$ cat src/rtl/obr_pkg.sv
package obr_pkg;

    typedef enum logic [1:0] {
        LS_SE0 = 2'b00,
        LS_K   = 2'b01,
        LS_J   = 2'b10,
        LS_SE1 = 2'b11
    } line_state_t;

    typedef struct packed {
        logic dp;
        logic dm;
    } line_sample_t;

    typedef struct packed {
        logic        data;
        line_state_t state;
    } rec_bit_t;

    function automatic line_state_t classify(input line_sample_t s);
        return line_state_t'({s.dp, s.dm});
    endfunction

    function automatic int center_of(input int ovs);
        return ovs / 2;
    endfunction

endpackage

$ cat src/rtl/obr_sync.sv
module obr_sync #(
    parameter int WIDTH  = 2,
    parameter int STAGES = 2
) (
    input  logic             clk,
    input  logic             rst,
    input  logic [WIDTH-1:0] d,
    output logic [WIDTH-1:0] q
);
    logic [STAGES-1:0][WIDTH-1:0] chain_q;

    always_ff @(posedge clk) begin
        if (rst) begin
            chain_q <= '0;
        end else begin
            chain_q[0] <= d;
            for (int i = 1; i < STAGES; i++) begin
                chain_q[i] <= chain_q[i-1];
            end
        end
    end

    assign q = chain_q[STAGES-1];
endmodule

$ cat src/rtl/obr_tick.sv
module obr_tick #(
    parameter int DIV = 1
) (
    input  logic clk,
    input  logic rst,
    output logic tick
);
    localparam int CW = (DIV > 1) ? $clog2(DIV) : 1;

    logic [CW-1:0] cnt_q;

    assign tick = (cnt_q == CW'(DIV - 1));

    always_ff @(posedge clk) begin
        if (rst) begin
            cnt_q <= '0;
        end else if (tick) begin
            cnt_q <= '0;
        end else begin
            cnt_q <= cnt_q + 1'b1;
        end
    end
endmodule

$ cat src/rtl/obr_edge.sv
module obr_edge
    import obr_pkg::*;
(
    input  logic         clk,
    input  logic         rst,
    input  logic         tick,
    input  line_sample_t smp,
    output logic         edge_det
);
    line_sample_t prev_q;

    always_ff @(posedge clk) begin
        if (rst) begin
            prev_q <= '0;
        end else if (tick) begin
            prev_q <= smp;
        end
    end

    assign edge_det = tick && (smp != prev_q);
endmodule

$ cat src/rtl/obr_phase.sv
module obr_phase
    import obr_pkg::*;
#(
    parameter int OVS = 4
) (
    input  logic clk,
    input  logic rst,
    input  logic tick,
    input  logic edge_det,
    output logic capture
);
    localparam int PW  = $clog2(OVS);
    localparam int CTR = center_of(OVS);
    localparam logic [PW-1:0] LAST = PW'(OVS - 1);
    localparam logic [PW-1:0] CTRV = PW'(CTR);

    logic [PW-1:0] ph_q;
    logic [PW-1:0] cur;
    logic          used_q;
    logic          adjust;

    always_comb begin
        cur    = ph_q;
        adjust = 1'b0;
        if (edge_det && (ph_q != '0) && !used_q) begin
            adjust = 1'b1;
            if (ph_q == LAST) begin
                cur = '0;
            end else begin
                cur = ph_q - 1'b1;
            end
        end
    end

    assign capture = tick && (cur == CTRV);

    always_ff @(posedge clk) begin
        if (rst) begin
            ph_q   <= '0;
            used_q <= 1'b0;
        end else if (tick) begin
            ph_q   <= (cur == LAST) ? '0 : cur + 1'b1;
            used_q <= capture ? 1'b0 : (used_q | adjust);
        end
    end
endmodule

$ cat src/rtl/oversample_bit_recovery.sv
module oversample_bit_recovery
    import obr_pkg::*;
#(
    parameter int OVS         = 4,
    parameter int TICK_DIV    = 1,
    parameter int SYNC_STAGES = 2
) (
    input  logic       clk,
    input  logic       rst,
    input  logic       dp_raw,
    input  logic       dm_raw,
    output logic       bit_out,
    output logic       bit_valid,
    output logic [1:0] line_state
);
    logic [1:0]   sync_q;
    line_sample_t smp;
    logic         tick;
    logic         edge_det;
    logic         capture;
    rec_bit_t     out_q;
    logic         valid_q;

    obr_sync #(.WIDTH(2), .STAGES(SYNC_STAGES)) u_sync (
        .clk (clk),
        .rst (rst),
        .d   ({dp_raw, dm_raw}),
        .q   (sync_q)
    );

    assign smp = line_sample_t'(sync_q);

    obr_tick #(.DIV(TICK_DIV)) u_tick (
        .clk  (clk),
        .rst  (rst),
        .tick (tick)
    );

    obr_edge u_edge (
        .clk      (clk),
        .rst      (rst),
        .tick     (tick),
        .smp      (smp),
        .edge_det (edge_det)
    );

    obr_phase #(.OVS(OVS)) u_phase (
        .clk      (clk),
        .rst      (rst),
        .tick     (tick),
        .edge_det (edge_det),
        .capture  (capture)
    );

    always_ff @(posedge clk) begin
        if (rst) begin
            out_q   <= '{data: 1'b0, state: LS_SE0};
            valid_q <= 1'b0;
        end else begin
            valid_q <= capture;
            if (capture) begin
                out_q <= '{data: smp.dp, state: classify(smp)};
            end
        end
    end

    assign bit_out    = out_q.data;
    assign line_state = out_q.state;
    assign bit_valid  = valid_q;
endmodule

$ cat config.mk
export PLATFORM = sky130hd
export DESIGN_NAME = oversample_bit_recovery
export DESIGN_NICKNAME = d
export VERILOG_FILES = /design/src/rtl/obr_pkg.sv /design/src/rtl/obr_sync.sv /design/src/rtl/obr_tick.sv /design/src/rtl/obr_edge.sv /design/src/rtl/obr_phase.sv /design/src/rtl/oversample_bit_recovery.sv
export SDC_FILE = /design/constraint.sdc
export NUM_CORES = 1
export LEC_CHECK = 0
export BUFFER_PORTS_ARGS = -buffer_cell sky130_fd_sc_hd__buf_2
export CAP_MARGIN = 20
export CORE_AREA = 2 2 39 41
export DETAILED_ROUTE_END_ITERATION = 8
export DIE_AREA = 0 0 41 43
export REMOVE_ABC_BUFFERS = 1
export SYNTH_ARGS = -nofsm -noshare
export SYNTH_HDL_FRONTEND = slang
export SYNTH_SLANG_ARGS = --single-unit
$ cat constraint.sdc
create_clock -name clk -period 1.6 [get_ports clk]
set_clock_uncertainty 0.15 [all_clocks]
set_input_delay 0.08 -clock clk [delete_from_list [all_inputs] [get_ports clk]]
set_output_delay 0.08 -clock clk [all_outputs]
set_load 0.03 [all_outputs]
==> impl_metrics.yaml <==
synth:
  ys_top_cells_by_count: "13 x dfxtp_1, 7 x nor2_1, 6 x nor2b_1, 5 x mux2i_1"
  ys_warn_count: 0
  synthArstFlopShare_pct: 0
  synthCells: 51
  syn_avg_cell_area_um2: 10.0
  yosysMostFrequentCell: "dfxtp_1"
  synth_area_um2: 512
  synth_edf_count: 0
  synth_seq_cells: 13
  yosys-top-cells-area: "dfxtp_1 51%, mux2i_1 9.8%, nor2b_1 7.3%, nor2_1 5.1%, xor2_1 3.4%"
  synth_top_cell_by_area: "dfxtp_1"
  ys_seq_area_share_pct: 50.9
  synth_ff_type: "dfxtp_1"
  ys_types: 21
  synth_top_area_share_pct: 50.9
die:
  ios: 8
  die-area_um2: 1760
  core_um2: 1380
  die_w_um: 41
  dieHeight_um: 43
  rows: 14
  start_util_pct: 37.0
global_routing:
  grt_pass1_wl_um: 1580
  grt_max_degree: 13
  grt_pass1_vias: 382
  grt.total_usage_pct: 13.4
  grt_antenna_before_repair: 0
  gr-total-overflow: 0
place:
  gp_congestion: 0.728
  hpwl_um: 575
  placedCellCount: 77
  io_buffers: 7
layout:
  antenna_cells: 0
  final_nets: 82
  fin_util_pct: 54.7
  stdcell_count: 92
  area_delta_synth_final_pct: 47.9
  final_layout_size_suffix_gt1_share_pct: 32.9
detailed_routing:
  drt_iter0_drc: 5
  vias: 429
  routed_wl_um: 1000
  viasPerCell: 4.66
  wl_per_cell_um: 10.9
  dr.pass1.iters: 4
  drc: 0
  postRouteAntennaNets: 0
run_status:
  status: "complete, but fails checks"
  violations: "negative setup slack"
pwr:
  combPwrFrac_pct: 14.7
  irDropWorstVdd_mv: 0.665
  p_clk_share_pct: 31.4
  leakage_uw: 0.000380
  switching_share_pct: 24.6
  internal_power_uw: 485
  seq_power_share_pct: 53.9
  power_uw: 644
  power.switching_uw: 158
  power_density_nw_per_um2: 851
clocking:
  cts_buffer_depth: 2
  clock-sinks: 13
  htreeDepth: 1
  clkTransAtPathRegs_ns: 0.08
  cts_inserted_buffers: 3
  tritoncts: "done"
  clock_latency_ns: 0.28
  cts_root_buffer: "clkbuf_4"
worst_setup_path:
  cp.required_ns: 1.62
  crit_arrival_ns: 1.79
  critPathCaptureType: "flip-flop"
  startpoint_type: "flip-flop"
  path_max_fanout: 3
  r2r.worst_path.cells: 7
  path_class: "flip-flop to flip-flop"
sta:
  fin_crit_sh_pct: 110
  fin_crit_ns: 1.77
  grt_setup_unrepaired: "yes"
  hold_viol_final: 0
  drv_slew: 0
  setup_ws_ns: -0.166
  max_freq_mhz: 566
  report.final.setup_viol: 5
job:
  maxCapViolCount: 0
min_path:
  hp-class: "input port to flip-flop"
  min_path_cells: 3
==> registers in the layout (all words and copies together), names as in the netlist <==
signal          count
u_tick.cnt_q        1
u_phase.used_q      1
u_phase.ph_q        2
line_state          1
bit_out             1
bit_valid           1
u_sync.chain_q      2
u_edge.prev_q       2
u_sync.q            2
==> cell type report <==
cell class	count	area (um^2)
clock inverter	1	5.00
inverter	2	7.51
clock buffer	3	22.5
multi-input combinational	33	246
timing repair buffer	24	191
sequential	13	264
tap	16	20.0
fill	117	627
==> cells in the final DEF (no fill, tap or decap) <==
cell type,netlist,final
clkbuf_4,0,3
nor2_1,7,6
mux2i_1,5,5
dlygate4sd3_1,0,10
and3b_1,1,1
a221oi_2,0,1
and2_1,1,1
conb_1,1,1
nor2b_1,6,6
a21oi_1,1,1
dfxtp_2,0,3
dfxtp_1,13,10
o211ai_1,2,2
clkinv_2,0,1
nor3_1,1,1
or4b_1,1,1
xor2_1,2,2
inv_1,2,2
buf_2,1,7
and3_1,1,1
ha_2,0,1
nand2b_4,0,1
buf_6,0,1
buf_4,1,6
o221ai_1,1,1
nor2_2,0,1
==> cell families (layout without fill, tap and decap cells) <==
| group | Yosys count | in the layout | share of synthesized area, % |
|---|---|---|---|
| simple gates | 19 | 19 | 20.8 |
| flops | 13 | 13 | 50.9 |
| compound gates | 5 | 5 | 7.33 |
| mux | 5 | 5 | 9.78 |
| buf+inv | 5 | 30 | 4.64 |
| xor+xnor | 2 | 2 | 3.42 |
| fa+ha+maj | 1 | 1 | 2.44 |
| other cells | 1 | 1 | 0.733 |
==> critical path, stage by stage (launching register included) <==
cell,delay [ns]
dfxtp_2,0.34
xor2_1,0.18
o211ai_1,0.24
mux2i_1,0.25
ha_2,0.24
nand2b_4,0.08
mux2i_1,0.14
nor2_1,0.05
==> per-stage QoR <==
stage          setup TNS (ns)  hold slack [ns]  worst slack [ns]  cell area (um^2)
2_1_floorplan          -0.191          0.00161           -0.0975               495
3_3_place_gp           -0.256            0.140            -0.129               596
3_5_place_dp           -0.432            0.148            -0.186               596
4_1_cts                -0.464          -0.0384            -0.165               716
5_1_grt                -0.936            0.122            -0.253               757
6_report               -0.514            0.113            -0.166               757
==> routing by layer <==
metal | wire length [um] | vias up | global-route usage [%]
met4 | 0 | 0 | 2.00
li1 | - | 223 | -
met5 | 0 | - | 0
met2 | 488 | 9 | 19.4
met3 | 50 | 0 | 9.42
met1 | 462 | 197 | 16.3
==> timing repair <==
action                                 in CTS  in global routing
pin swaps                                   2                  3
endpoints found under the hold margin      11                  4
buffers inserted                            0                  1
setup endpoints to repair                   5                  7
gates cloned                                0                  0
resized for setup                           4                  4
hold buffers                                8                  2
==> path summary, 6_finish.rpt <==
path	to	slack, ns	startpoint
min reg2reg	line_state[0]$_SDFFE_PP0P_	0.34	line_state[0]$_SDFFE_PP0P_
min	u_phase.ph_q[0]$_SDFFE_PP0N_	0.11	rst
max	line_state[0]$_SDFFE_PP0P_	-0.17	u_sync.q[1]$_SDFF_PP0_
max reg2reg	line_state[0]$_SDFFE_PP0P_	-0.17	u_sync.q[1]$_SDFF_PP0_
==> power by group through the flow <==
stage | combinational [uW] | clock (uW) | sequential [uW]
after detailed placement | 67.3 | 0 | 353
after global placement | 66.3 | 0 | 353
after floorplan | 34.4 | 0 | 356
after CTS | 82.9 | 212 | 346
after global routing | 103 | 233 | 349
final | 94.9 | 202 | 347
Note: power is estimated with default switching activity, not from simulation.
